--- config.mk ---
export PLATFORM = sky130hd
export DESIGN_NAME = pwm_timer
export DESIGN_NICKNAME = d
export VERILOG_FILES = /design/src/rtl/pwm_timer_pkg.sv /design/src/rtl/pwm_prescaler.sv /design/src/rtl/pwm_counter.sv /design/src/rtl/pwm_channel.sv /design/src/rtl/pwm_timer.sv
export SDC_FILE = /design/constraint.sdc
export NUM_CORES = 1
export LEC_CHECK = 0
export BUFFER_PORTS_ARGS = -buffer_cell sky130_fd_sc_hd__buf_2
export CAP_MARGIN = 20
export CORE_MARGIN = 1
export CORE_UTILIZATION = 35
export CTS_CLUSTER_SIZE = 14
export DETAILED_ROUTE_END_ITERATION = 8
export GPL_TIMING_DRIVEN = 0
export HOLD_SLACK_MARGIN = 0.06
export SETUP_SLACK_MARGIN = 0.4
export SYNTH_ARGS = -nofsm -noshare
export SYNTH_HDL_FRONTEND = slang
export SYNTH_HIERARCHICAL = 1
export SYNTH_SLANG_ARGS = --single-unit
--- constraint.sdc ---
create_clock -name clk -period 6.6 [get_ports clk]
set_input_delay 1.65 -clock clk [delete_from_list [all_inputs] [get_ports clk]]
set_output_delay 1.65 -clock clk [all_outputs]
set_load 0.05 [all_outputs]
--- src/rtl/pwm_timer_pkg.sv ---
`timescale 1ns/1ps
package pwm_timer_pkg;

    typedef enum logic {
        CNT_EDGE   = 1'b0,
        CNT_CENTER = 1'b1
    } cnt_mode_e;

    // write map
    localparam int ADDR_CTRL     = 0;
    localparam int ADDR_DIV      = 1;
    localparam int ADDR_LIMIT    = 2;
    localparam int ADDR_CMP_BASE = 4;

    // control word fields
    localparam int CTRL_RUN_BIT  = 0;
    localparam int CTRL_MODE_BIT = 1;
    localparam int CTRL_CH_LSB   = 4;

endpackage

--- src/rtl/pwm_prescaler.sv ---
`timescale 1ns/1ps
module pwm_prescaler #(
    parameter int CW = 16
) (
    input  logic          clk,
    input  logic          rst_n,
    input  logic          run,
    input  logic [CW-1:0] div,
    output logic          tick
);
    localparam logic [CW-1:0] ONE = CW'(1);

    typedef struct packed {
        logic [CW-1:0] phase;
    } pre_t;

    pre_t s_d, s_q;

    always_comb begin
        s_d  = s_q;
        tick = run && (s_q.phase == div);
        if (!run || tick) begin
            s_d.phase = '0;
        end else begin
            s_d.phase = s_q.phase + ONE;
        end
    end

    always_ff @(posedge clk) begin
        if (!rst_n) begin
            s_q <= '0;
        end else begin
            s_q <= s_d;
        end
    end

    AST_PHASE_IN_RANGE: assert property (@(posedge clk) disable iff (!rst_n)
        s_q.phase <= div) else $error("divider phase beyond limit");

endmodule

--- src/rtl/pwm_counter.sv ---
`timescale 1ns/1ps
module pwm_counter
    import pwm_timer_pkg::*;
#(
    parameter int CW = 16
) (
    input  logic          clk,
    input  logic          rst_n,
    input  logic          run,
    input  logic          tick,
    input  cnt_mode_e     mode,
    input  logic [CW-1:0] limit,
    output logic [CW-1:0] cnt,
    output logic          turn,
    output logic          upd
);
    localparam logic [CW-1:0] ONE = CW'(1);

    typedef struct packed {
        logic [CW-1:0] cnt;
        logic          down;
        logic          upd;
    } ctr_t;

    ctr_t s_d, s_q;

    always_comb begin
        s_d  = s_q;
        turn = 1'b0;
        if (!run) begin
            s_d.cnt  = '0;
            s_d.down = 1'b0;
        end else if (tick) begin
            if (limit == '0) begin
                s_d.cnt  = '0;
                s_d.down = 1'b0;
                turn     = 1'b1;
            end else if (mode == CNT_EDGE) begin
                s_d.down = 1'b0;
                if (s_q.cnt >= limit) begin
                    s_d.cnt = '0;
                    turn    = 1'b1;
                end else begin
                    s_d.cnt = s_q.cnt + ONE;
                end
            end else if (!s_q.down) begin
                if (s_q.cnt >= limit) begin
                    // limit shrank below a count left from a previous setting
                    s_d.cnt  = s_q.cnt - ONE;
                    s_d.down = 1'b1;
                end else begin
                    s_d.cnt = s_q.cnt + ONE;
                    if (s_q.cnt == limit - ONE) begin
                        s_d.down = 1'b1;
                        turn     = 1'b1;
                    end
                end
            end else begin
                if (s_q.cnt == '0) begin
                    s_d.cnt  = ONE;
                    s_d.down = 1'b0;
                end else begin
                    s_d.cnt = s_q.cnt - ONE;
                    if (s_q.cnt == ONE) begin
                        s_d.down = 1'b0;
                        turn     = 1'b1;
                    end
                end
            end
        end
        s_d.upd = turn;
    end

    always_ff @(posedge clk) begin
        if (!rst_n) begin
            s_q <= '0;
        end else begin
            s_q <= s_d;
        end
    end

    assign cnt = s_q.cnt;
    assign upd = s_q.upd;

    AST_MOVE_ON_TICK: assert property (@(posedge clk) disable iff (!rst_n)
        run && $past(run) && !$past(tick) |-> $stable(s_q.cnt)) else $error("count moved without tick");
    AST_EDGE_UPD_AT_ZERO: assert property (@(posedge clk) disable iff (!rst_n)
        s_q.upd && ($past(mode) == CNT_EDGE) |-> s_q.cnt == '0) else $error("edge update off zero");
    AST_CENTER_UPD_AT_END: assert property (@(posedge clk) disable iff (!rst_n)
        s_q.upd && ($past(mode) == CNT_CENTER) && ($past(limit) != '0)
        |-> (s_q.cnt == '0) || (s_q.cnt == $past(limit))) else $error("center update off endpoint");
    AST_IDLE_HELD: assert property (@(posedge clk) disable iff (!rst_n)
        !run |=> (s_q.cnt == '0) && !s_q.upd) else $error("stopped counter moved");

endmodule

--- src/rtl/pwm_channel.sv ---
`timescale 1ns/1ps
module pwm_channel #(
    parameter int CW = 16
) (
    input  logic          run,
    input  logic          on,
    input  logic [CW-1:0] cnt,
    input  logic [CW-1:0] cmp,
    output logic          pwm
);
    always_comb begin
        pwm = run && on && (cnt < cmp);
    end
endmodule

--- src/rtl/pwm_timer.sv ---
`timescale 1ns/1ps
module pwm_timer
    import pwm_timer_pkg::*;
#(
    parameter int  NCH = 4,
    parameter int  CW  = 16,
    localparam int AW  = $clog2(ADDR_CMP_BASE + NCH)
) (
    input  logic           clk,
    input  logic           rst_n,
    input  logic           wr_en,
    input  logic [AW-1:0]  wr_addr,
    input  logic [CW-1:0]  wr_data,
    output logic [NCH-1:0] pwm_out,
    output logic           upd_evt
);
    typedef struct packed {
        logic                    run;
        logic [NCH-1:0]          ch_on;
        logic                    mode_sh;
        logic                    mode_act;
        logic [CW-1:0]           div_sh;
        logic [CW-1:0]           div_act;
        logic [CW-1:0]           lim_sh;
        logic [CW-1:0]           lim_act;
        logic [NCH-1:0][CW-1:0]  cmp_sh;
        logic [NCH-1:0][CW-1:0]  cmp_act;
    } cfg_t;

    localparam cfg_t CFG_RST = '{
        run: 1'b0, ch_on: '0, mode_sh: 1'b0, mode_act: 1'b0,
        div_sh: '0, div_act: '0, lim_sh: '1, lim_act: '1,
        cmp_sh: '0, cmp_act: '0
    };

    cfg_t          c_d, c_q;
    logic          tick;
    logic          turn;
    logic          load;
    logic [CW-1:0] cnt;

    always_comb begin
        c_d = c_q;
        if (wr_en) begin
            if (wr_addr == AW'(ADDR_CTRL)) begin
                c_d.run     = wr_data[CTRL_RUN_BIT];
                c_d.mode_sh = wr_data[CTRL_MODE_BIT];
                c_d.ch_on   = wr_data[CTRL_CH_LSB +: NCH];
            end
            if (wr_addr == AW'(ADDR_DIV)) begin
                c_d.div_sh = wr_data;
            end
            if (wr_addr == AW'(ADDR_LIMIT)) begin
                c_d.lim_sh = wr_data;
            end
            for (int i = 0; i < NCH; i++) begin
                if (wr_addr == AW'(ADDR_CMP_BASE + i)) begin
                    c_d.cmp_sh[i] = wr_data;
                end
            end
        end
        load = !c_q.run || turn;
        if (load) begin
            c_d.mode_act = c_d.mode_sh;
            c_d.div_act  = c_d.div_sh;
            c_d.lim_act  = c_d.lim_sh;
            c_d.cmp_act  = c_d.cmp_sh;
        end
    end

    always_ff @(posedge clk) begin
        if (!rst_n) begin
            c_q <= CFG_RST;
        end else begin
            c_q <= c_d;
        end
    end

    pwm_prescaler #(.CW(CW)) u_pre (
        .clk   (clk),
        .rst_n (rst_n),
        .run   (c_q.run),
        .div   (c_q.div_act),
        .tick  (tick)
    );

    pwm_counter #(.CW(CW)) u_ctr (
        .clk   (clk),
        .rst_n (rst_n),
        .run   (c_q.run),
        .tick  (tick),
        .mode  (cnt_mode_e'(c_q.mode_act)),
        .limit (c_q.lim_act),
        .cnt   (cnt),
        .turn  (turn),
        .upd   (upd_evt)
    );

    for (genvar g = 0; g < NCH; g++) begin : g_ch
        pwm_channel #(.CW(CW)) u_ch (
            .run (c_q.run),
            .on  (c_q.ch_on[g]),
            .cnt (cnt),
            .cmp (c_q.cmp_act[g]),
            .pwm (pwm_out[g])
        );
    end

    AST_CMP_HELD_MIDPERIOD: assert property (@(posedge clk) disable iff (!rst_n)
        c_q.run && $past(c_q.run) && !upd_evt |-> $stable(c_q.cmp_act)) else $error("compare changed mid-period");
    AST_LIMIT_HELD_MIDPERIOD: assert property (@(posedge clk) disable iff (!rst_n)
        c_q.run && $past(c_q.run) && !upd_evt |-> $stable(c_q.lim_act)) else $error("limit changed mid-period");
    AST_STOPPED_QUIET: assert property (@(posedge clk) disable iff (!rst_n)
        !c_q.run && !$past(c_q.run) |-> (pwm_out == '0) && !upd_evt) else $error("stopped timer active");

endmodule

* Word-level counts from Yosys, hierarchy flattened
Cells that the tools add are included.
** Operators by class
- $add $sub $neg :: 4
- Order comparisons :: 5
- Equality and inequality tests :: 9
- Multiplexer cells :: 28
- Bitwise gates (word level) :: 1
- Reduce and logical (&&, ||, !) cells :: 18
** Operators by type and width (count)
- 16-bit 2-to-1 mux :: 9
- 17-bit 2-to-1 mux :: 5
- 16-bit < comparator :: 4
- 64-bit 2-to-1 mux :: 1
- 16-bit by 1-bit adder with 16-bit output, second input constant :: 2
- 16-bit equality test :: 2
- 16-bit zero test :: 2
- 16-bit by 1-bit subtractor with 16-bit output, second input constant :: 2
- 16-bit by 1-bit equality test with 1-bit output, second input constant :: 1
- 16-bit greater-or-equal comparator :: 1
- 1-bit 2-to-1 mux :: 13
- 3-bit equality test, second input constant :: 4
- 1-bit logical AND :: 9
- 2-bit AND reduction :: 2
- 3-bit by 1-bit equality test with 1-bit output, second input constant :: 1
- 3-bit by 2-bit equality test with 1-bit output, second input constant :: 1
- 3-bit zero test :: 1
- 1-bit logical OR :: 2
- 2-bit OR reduction :: 1
- 1-bit zero test :: 1
- 1-bit inverter :: 1
** Storage, ports and cells
- Register bits after elaboration :: 233
- Output and inout bits :: 5
- Word-level logic and storage cells :: 85

* Logic depth before layout (Yosys ltp)
Gate-level depths: netlist (run 1).
- Depth in word-level cells :: 10
- Depth in mapped cells :: 17
- Depth with buffers taken out :: 13

* Modules after synthesis
The synthesis (run 1) kept the hierarchy.
** Modules (own cells, without submodules)
- pwm_timer :: instances 1, cells an instance 730, area each 7323.3 um^2, sequential area each 3983.8 um^2
- pwm_counter :: instances 1, cells an instance 350, area each 2557.5 um^2, sequential area each 360.3 um^2
- pwm_channel :: instances 4, cells an instance 50, area each 389.1 um^2, sequential area each 0.0 um^2
- pwm_prescaler :: instances 1, cells an instance 101, area each 904.6 um^2, sequential area each 320.3 um^2

* Worst setup path after synthesis (run 1)
OpenSTA, ideal clock, no wires.
- Path kind :: register to output
- Start point :: reg u_ctr.s_q (netlist bit u_ctr/cnt[9])
- End point :: out pwm_out[0]
- Arrival time :: 2.099 ns
- Data required time :: 4.950 ns
- Slack :: 2.851 ns
- Cell stages (with the launch flop) :: 7
- Buffers on the path :: 1
- Cell sequence :: dfxtp_1 -> buf_4 -> ha_1 -> a21o_1 -> a21o_1 -> a221o_1 -> a211oi_2
** Between the ends
- Cells in the longest elaborated chain, start to end :: 2
** RTL lines
- start, declared :: RTL line pwm_counter.sv:25 : ctr_t s_d, s_q;
- start signal, assigned :: RTL line pwm_counter.sv:76 : s_q <= '0;
- start signal, assigned :: RTL line pwm_counter.sv:78 : s_q <= s_d;
- 16-bit < comparator :: RTL line pwm_channel.sv:12 : pwm = run && on && (cnt < cmp);
- 1-bit logical AND :: RTL line pwm_channel.sv:12
- end, declared :: RTL line pwm_timer.sv:14 : output logic [NCH-1:0] pwm_out,
Every way passes these cells.

* Worst setup path after layout (run 1)
- Start point :: reg u_ctr.s_q (netlist bit u_ctr/cnt[0])
- End point :: reg c_q[172] (netlist name)
** Between the ends
- Cells in the longest elaborated chain, start to end :: 9
** RTL lines
- branches (longest 4 deep; another with 16-bit greater-or-equal comparator)
- 1-bit 2-to-1 mux * :: RTL line pwm_counter.sv:38 : end else if (mode == CNT_EDGE) begin
- 1-bit 2-to-1 mux * :: RTL line pwm_counter.sv:34 : if (limit == '0) begin
- 1-bit 2-to-1 mux * :: RTL line pwm_counter.sv:33 : end else if (tick) begin
- 1-bit 2-to-1 mux * :: RTL line pwm_counter.sv:30 : if (!run) begin
- net turn :: RTL line pwm_timer.sv:38 : logic turn;
- 1-bit logical OR * :: RTL line pwm_timer.sv:62 : load = !c_q.run || turn;
- end signal, assigned :: RTL line pwm_timer.sv:73 : c_q <= CFG_RST;
- end signal, assigned :: RTL line pwm_timer.sv:75 : c_q <= c_d;
- end, declared :: RTL line pwm_timer.sv:36 : cfg_t c_d, c_q;
Mark *: on every way through the listed nets, which the timed path passes.
A chain may end at the register's enable or synchronous reset.

==> results of run 1 <==
==> worst max-delay path, stage by stage (launching register included) <==
cell,delay [ns]
sky130_fd_sc_hd__dfxtp_1,0.53
sky130_fd_sc_hd__inv_1,0.22
sky130_fd_sc_hd__ha_1,0.34
sky130_fd_sc_hd__nand2b_1,0.14
sky130_fd_sc_hd__a2111oi_0,0.71
sky130_fd_sc_hd__or4b_2,0.26
sky130_fd_sc_hd__nand4_1,0.18
sky130_fd_sc_hd__buf_4,0.23
sky130_fd_sc_hd__nor2_1,0.13
sky130_fd_sc_hd__a31o_2,0.16
sky130_fd_sc_hd__a21oi_1,0.08
sky130_fd_sc_hd__nor2_1,0.29
sky130_fd_sc_hd__nand2b_1,0.15
sky130_fd_sc_hd__buf_2,0.24
sky130_fd_sc_hd__buf_2,0.30
sky130_fd_sc_hd__clkbuf_1,0.47
sky130_fd_sc_hd__o21ai_0,0.19
sky130_fd_sc_hd__a21oi_1,0.18
==> power groups by stage <==
| stage | sequential, W | clock [W] | combinational (W) |
|---|---|---|---|
| floorplan | 0.00148 | 0 | 0.000155 |
| global placement | 0.00149 | 0 | 0.000222 |
| detailed placement | 0.00149 | 0 | 0.000224 |
| CTS | 0.00146 | 0.00147 | 0.000226 |
| global route | 0.00146 | 0.00154 | 0.000249 |
| finish | 0.00146 | 0.00145 | 0.000227 |
==> metal layers <==
layer | wire length (um) | up-vias
met2 | 15760 | 297
li1 | - | 4988
met5 | 0 | -
met4 | 949 | 0
met3 | 2104 | 64
met1 | 16930 | 4873
==> final cells by class <==
class	count	area share [%]
antenna	1	0.01807
buffer	115	4.390
timing repair buffer	17	0.6142
sequential	233	33.67
clock inverter	9	0.5962
clock buffer	39	5.564
inverter	87	2.358
multi-input combinational	946	48.68
tap	455	4.110
==> layout by cell type, fill, tap and decap left out, types with 5 or more instances in the layout <==
cell                        count
sky130_fd_sc_hd__mux2i_1       88
sky130_fd_sc_hd__a22o_1         7
sky130_fd_sc_hd__o21ai_0      104
sky130_fd_sc_hd__nand3b_1       5
sky130_fd_sc_hd__a21o_1        18
sky130_fd_sc_hd__nor3_1        54
sky130_fd_sc_hd__nor2b_1       87
sky130_fd_sc_hd__a31oi_1        5
sky130_fd_sc_hd__nor3b_1       17
sky130_fd_sc_hd__xor2_1        11
sky130_fd_sc_hd__xnor2_1       44
sky130_fd_sc_hd__a21oi_1      114
sky130_fd_sc_hd__clkbuf_1      72
sky130_fd_sc_hd__o211ai_1       6
sky130_fd_sc_hd__buf_2         28
sky130_fd_sc_hd__ha_1          82
sky130_fd_sc_hd__nand4_1       11
sky130_fd_sc_hd__o2111ai_1      5
sky130_fd_sc_hd__nor4b_1       32
sky130_fd_sc_hd__dfxtp_1      233
sky130_fd_sc_hd__buf_4         28
sky130_fd_sc_hd__nand3_1       36
sky130_fd_sc_hd__nand2b_1       5
sky130_fd_sc_hd__clkbuf_16     27
sky130_fd_sc_hd__nand2_1       73
sky130_fd_sc_hd__buf_6          7
sky130_fd_sc_hd__and4_1         8
sky130_fd_sc_hd__clkbuf_8       5
sky130_fd_sc_hd__inv_1         87
sky130_fd_sc_hd__nor2_1        28
sky130_fd_sc_hd__nor4_1        11
==> registers in the layout, summed over array words and instances (netlist names) <==
register / cells
u_ctr/upd: 1
u_pre/s_q: 16
u_ctr/cnt: 16
c_q: 199
u_ctr/s_q: 1
==> stage by stage <==
step / area [um^2] / cells / setup WS (ns) / power [W]
floorplan: 12340 / 1381 / 2.851 / 0.001639
global placement: 13000 / 1853 / 1.900 / 0.001712
detailed placement: 13000 / 1853 / 1.894 / 0.001714
CTS: 13850 / 1901 / 1.861 / 0.003160
global route: 13850 / 1901 / 1.389 / 0.003250
finish: 13850 / 1902 / 1.730 / 0.003135
==> worst paths after layout <==
path | start | end | slack (ns) | depth (start not counted)
worst min-delay path | c_q[157] | c_q[157] | 0.47 | 2
worst min register to register | c_q[157] | c_q[157] | 0.47 | 2
worst max register to register | u_ctr/cnt[0] | c_q[172] | 1.73 | 17
worst max-delay path | u_ctr/cnt[0] | c_q[172] | 1.73 | 17
==> kinds of logic after synthesis <==
family                   Yosys count  synth area share, %
adder cells (fa/ha/maj)           82                8.313
XOR/XNOR                          55                3.903
multiplexers                      89                7.228
buffers and inverters            202                7.573
flip-flops                       233                37.79
AND/OR/NAND/NOR                  408                19.84
AO/OA/AOI/OAI                    312                15.35
==> qor_table.md, run 1 <==
| Result | Value | Unit |
|---|---|---|
| Mapped Area | 12340 | um^2 |
| Gate power share | 7.2 | % |
| Unrepaired setup endpoints after global routing | no | - |
| GR met3 Demand/Resource | 3.136 | % |
| Deepest clock path buffer count | 3 | - |
| Fin util | 40.00 | % |
| Wire length of the first global-routing pass | 56220 | um |
| Layout area overhead | 12.24 | % |
| Area of the die | 36020 | um^2 |
| Fraction of synthesized cell area taken by the top area cell type | 37.79 | % |
| Effective utilization at floorplan | 35.64 | % |
| Post-synthesis async set-or-reset flop share | 0 | % |
| Startpoint type of the worst setup path | flop | - |
| Setup-violating endpoint count in the final report | 0 | - |
| Final weighted congestion in routability-driven placement | 0.8715 | - |
| Number of global-route vias before repair | 9895 | - |
| Sum of negative setup slack | 0 | ns |
| Post-cts hold buffer count | 0 | - |
| Areal power density over the cells | 226.3 | nW/um^2 |
| Cell taking the most area after synthesis | sky130_fd_sc_hd__dfxtp_1 | - |
| Number of distinct library cell variants in the gate-level netlist after synthesis | 82 | - |
| Type of the tightest min-delay check | flop to flop | - |
| First drt pass iteration count | 5 | - |
| Vias per inst | 5.374 | - |
| Max Clk Rate | 205.4 | MHz |
| CTS buffer count | 27 | - |
| Most frequent cells after synthesis | sky130_fd_sc_hd__dfxtp_1, sky130_fd_sc_hd__a21oi_1, sky130_fd_sc_hd__o21ai_0 | - |
| Tightest slew margin relative to the limit | 25.17 | % |
| Clock-pin slew on the worst setup and hold paths | 0.06 | ns |
| DRC violation count after routing | 0 | - |
| Count of nets left with antenna violations after detail routing | 0 | - |
| Insertion delay to the later sink of the worst-skew pair | 0.54 | ns |
| M2 GR Usage | 31.23 | % |
| Synthesis warning total | 6 | - |
| Min Hold Slack | 0.4735 | ns |
| Net total in the final layout | 1531 | - |
| Number of buffers inserted to repair setup after CTS | 0 | - |
| Most used standard cell by instance count after synthesis | sky130_fd_sc_hd__dfxtp_1 | - |
| Sw power | 0.0007626 | W |
| Worst-Margin Slew | 1.122 | ns |
| Mean instance size in the synthesized netlist | 8.937 | um^2 |
| Part of the total power dissipated in sequential elements | 46.6 | % |
| Final Hold Viols | 0 | - |
| Share of final-layout standard cells stronger than drive strength 1 | 9.751 | % |
| Detailed Route WL | 35740 | um |
| I/O Pins | 27 | - |
| CP Data Required Time | 7.06 | ns |
| CP Max Fanout | 10 | - |
| Clock Power Share | 46.2 | % |
| Sw Share | 24.32 | % |
| Combined area of the multi-input logic cells | 6743 | um^2 |
| GRT busiest layer | met2 | - |
| Initial detailed-routing violation count | 736 | - |
| Fraction of met1 tracks used by global routing | 28.03 | % |
| Count of filler cells inserted in the layout | 3460 | - |
| Maximum vdd drop | 0.1596 | mV |
| Combined global-route utilization of all metal layers | 19.98 | % |
| Final min period | 4.870 | ns |
| Final worst path period share | 73.78 | % |
| FF+latch count, synth | 233 | - |
| Gate count after technology mapping | 1381 | - |
| Kind of capture point of the worst setup path | flop | - |
| Max-slew violation count | 0 | - |
| Post-route clock skew | 0.02050 | ns |
| Average detailed-routed wire length per instance | 18.79 | um |
| Final HPWL DP | 24880 | um |
| Depth of the CTS H-tree | 1 | - |
| Maximum number of pins on one net before global-route repair | 15 | - |
| Total via count after detailed routing | 10.22k | - |
| Worst Path Class, Setup | flop to flop | - |
| Sequential Area | 4664 | um^2 |
| Number of sinks handled by clock tree synthesis | 233 | - |
| Number of enable-type register cells in the synthesized netlist | 0 | - |
| Clock root cell | sky130_fd_sc_hd__clkbuf_16 | - |
| Dominant synthesized flop cell | sky130_fd_sc_hd__dfxtp_1 | - |
| Proportion of synthesized chip area in sequential cells | 37.79 | % |
| Quantity of I/O buffers inserted on ports | 17 | - |
| Number of cell rows | 68 | - |
| Total core area | 34630 | um^2 |
| Net count after synthesis | 1485 | - |
| Chip width | 189.8 | um |
| Max-cap viol count | 0 | - |
| Internal power consumption | 0.002373 | W |
| GR Overflow Total | 0 | - |
| Die height | 189.8 | um |
| Worst path arrival time | 5.33 | ns |
| Top cells by area in the synthesized netlist | sky130_fd_sc_hd__dfxtp_1, sky130_fd_sc_hd__ha_1, sky130_fd_sc_hd__mux2i_1 | - |
| Initial antenna violation count | 1 | - |
| TritonCTS clock tree | built | - |
| Leakage power | 5.467 | nW |
| Post-CTS Resized | 0 | - |
| Outcome | finished, final reports clean | - |
Power figures use the tool's default switching activity.
==> inputs of run 2 (changes only) <==
==> constraint.sdc (replaced) <==
create_clock -name clk -period 4.2 [get_ports clk]
set_input_delay 1.05 -clock clk [delete_from_list [all_inputs] [get_ports clk]]
set_output_delay 1.05 -clock clk [all_outputs]
set_load 0.05 [all_outputs]
==> run 2 against run 1 <==
Highest routed layer unchanged. Hold slack improved by 0.0012 ns. Clock power increased by 57%. Global-route usage hardly changed. Via count fell by 0.25%. Power grew 57%. Non-clock buffer count grew 3. Count of clock-buffer cells in the layout unchanged.
==> qor_table.md, run 2 (synthesis results as in run 1) <==
| Result | Value | Unit |
|---|---|---|
| Clock-pin slew on the worst setup and hold paths | 0.06 | ns |
| Leakage power | 5.581 | nW |
| Final worst path period share | 88.43 | % |
| Areal power density over the cells | 349.6 | nW/um^2 |
| Kind of capture point of the worst setup path | output pin | - |
| Tightest slew margin relative to the limit | 25.44 | % |
| Maximum vdd drop | 0.2508 | mV |
| Most common library cell in the layout ignoring fill and taps | sky130_fd_sc_hd__dfxtp_1 | - |
| Count of nets left with antenna violations after detail routing | 0 | - |
| Area of the die | 36020 | um^2 |
| Worst slack at placement | -0.5058 | ns |
| Unrepaired setup endpoints after global routing | no | - |
| Setup-violating endpoint count in the final report | 0 | - |
| Outcome | finished, final reports clean | - |
| Max-cap viol count | 0 | - |
| Deepest clock path buffer count | 3 | - |
| TritonCTS clock tree | built | - |
| CP Buf/Inv Count | 2 | - |
| Clock root cell | sky130_fd_sc_hd__clkbuf_16 | - |
| Vias per inst | 5.349 | - |
| Detailed Route WL | 36010 | um |
| Worst flop-to-flop path endpoint | u_ctr/cnt[10] | - |
| Cell family with most CP delay | buffers and inverters | - |
| Worst Hold Endpoint | c_q[155] | - |
| CTS buffer count | 27 | - |
| Register bank with the most flops | c_q | - |
| Final weighted congestion in routability-driven placement | 0.8715 | - |
| Worst-Margin Slew | 1.118 | ns |
| CP Max Fanout | 9 | - |
| Maximum number of pins on one net before global-route repair | 15 | - |
| Reg-to-reg startpoint | c_q[128] | - |
| Slowest stage cell, crit path | sky130_fd_sc_hd__dfxtp_1 | - |
| Combined global-route utilization of all metal layers | 20.01 | % |
| Startpoint type of the worst setup path | flop | - |
| Total core area | 34630 | um^2 |
| Number of cell rows | 68 | - |
| Number of global-route vias before repair | 9950 | - |
| I/O Pins | 27 | - |
| Maximum single-stage delay on the critical path | 0.46 | ns |
| Layout area overhead | 14.38 | % |
| Net total in the final layout | 1534 | - |
| Initial antenna violation count | 1 | - |
| Worst path arrival time | 2.66 | ns |
| Insertion delay to the later sink of the worst-skew pair | 0.54 | ns |
| CP Data Required Time | 3.15 | ns |
| Number of sinks handled by clock tree synthesis | 233 | - |
| Quantity of I/O buffers inserted on ports | 17 | - |
| Worst Path Class, Setup | flop to output pin | - |
| Hold Crit Start | c_q[155] | - |
| Final HPWL DP | 24880 | um |
| Effective utilization at floorplan | 35.64 | % |
| Chip width | 189.8 | um |
| WHS Path Cells | 2 | - |
| Cell-by-cell trace of the critical path | buf_4 > ha_1 > or3b_2 > o211ai_1 > a21oi_1 > a211oi_2 > buf_2 | - |
| Die height | 189.8 | um |
| Post-cts hold buffer count | 0 | - |
| Share of final-layout standard cells stronger than drive strength 1 | 14.01 | % |
| Number of flip-flops under the largest register name | 199 | - |
| Final worst-path setup slack | 0.4860 | ns |
| Total via count after detailed routing | 10.20k | - |
| Type of the tightest min-delay check | flop to flop | - |
| Average detailed-routed wire length per instance | 18.89 | um |
| Highest-count cells in the layout ignoring fill and taps | sky130_fd_sc_hd__dfxtp_1, sky130_fd_sc_hd__a21oi_1, sky130_fd_sc_hd__o21ai_0, sky130_fd_sc_hd__mux2i_1, sky130_fd_sc_hd__nor2b_1 | - |
| Count of cells along the worst register-to-register path | 11 | - |
| First drt pass iteration count | 5 | - |
| Post-route clock skew | 0.02152 | ns |
| Max-slew violation count | 0 | - |
| Initial detailed-routing violation count | 648 | - |
| Setup slack, reg-to-reg | 0.51 | ns |
| Wire length of the first global-routing pass | 56330 | um |
| Depth of the CTS H-tree | 1 | - |
| DRC violation count after routing | 0 | - |
| Max Clk Rate | 269.3 | MHz |
| Fin util | 40.76 | % |
| GR Overflow Total | 0 | - |
| Final Hold Viols | 0 | - |
| Final min period | 3.714 | ns |
## run 2: cell types whose count changed in the layout (fill, tap and decap cells not counted), sizes merged
| cell | before | now |
|---|---|---|
| buf | 65 | 72 |
| clkbuf | 106 | 102 |
| diode | 1 | 2 |
## run 2: final cells by class
class,count,area [um^2]
Antenna cell,2,5.005
Tap cell,455,569.3
Sequential cell,233,4688
Multi-Input combinational cell,946,6902
Clock inverter,9,82.58
Clock buffer,39,770.7
Fill cell,3434,20510
Inverter,87,326.6
Buffer,115,658.1
Timing Repair Buffer,20,113.9
## run 2: worst max-delay path by stage
stage                  from         end  slack, ns  cells after the start
2_1_floorplan  u_ctr/cnt[0]    c_q[135]       0.85                     17
3_3_place_gp   u_ctr/cnt[0]    c_q[160]      -0.50                     16
3_5_place_dp   u_ctr/cnt[0]      c_q[7]      -0.51                     16
4_1_cts            c_q[128]      c_q[7]       0.41                     16
5_1_grt            c_q[137]    c_q[135]       0.38                     17
6_report       u_ctr/cnt[1]  pwm_out[0]       0.49                      7
## run 2: routing by layer
| layer | GRT usage, % | share of wire, % | up-vias | routed length (um) |
|---|---|---|---|---|
| met2 | 31.23 | 44 | 254 | 15990 |
| met3 | 3.136 | 5.5 | 64 | 1984 |
| met4 | 6.390 | 2.8 | 0 | 993 |
| met5 | 0 | 0 | - | 0 |
| met1 | 28.04 | 47 | 4881 | 17040 |
| li1 | - | - | 4997 | - |
## run 2: what timing repair did
item                                    CTS  global route
hold endpoints to repair                  0             0
pin swaps                                 1             4
endpoints found under the setup margin  110           104
gates resized for setup                  35            61
buffers inserted                          0             3
## run 2: report_power, final
part           total [W]  internal [W]  leakage [nW]  switching (W)
Clock            0.00228       0.00133         0.415       0.000945
Sequential       0.00230       0.00226          1.88      0.0000322
Combinational   0.000363      0.000138          3.28       0.000225
## run 2: metrics by stage
stage	instances	setup TNS [ns]	instance area (um^2)	power (W)	hold WS (ns)
3_5_place_dp	1853	-31.00	13000	0.002694	0.4562
5_1_grt	1904	0	14110	0.005114	0.4962
4_1_cts	1901	0	13920	0.004968	0.4742
3_3_place_gp	1853	-31.67	13000	0.002690	0.4534
2_1_floorplan	1381	0	12340	0.002575	0.4418
6_report	1906	0	14120	0.004935	0.4747
## run 2: worst min-delay path: stages (launching register included)
cell and delay, ns:
sky130_fd_sc_hd__dfxtp_1 0.31, sky130_fd_sc_hd__nand2_1 0.05, sky130_fd_sc_hd__nand3_1 0.06
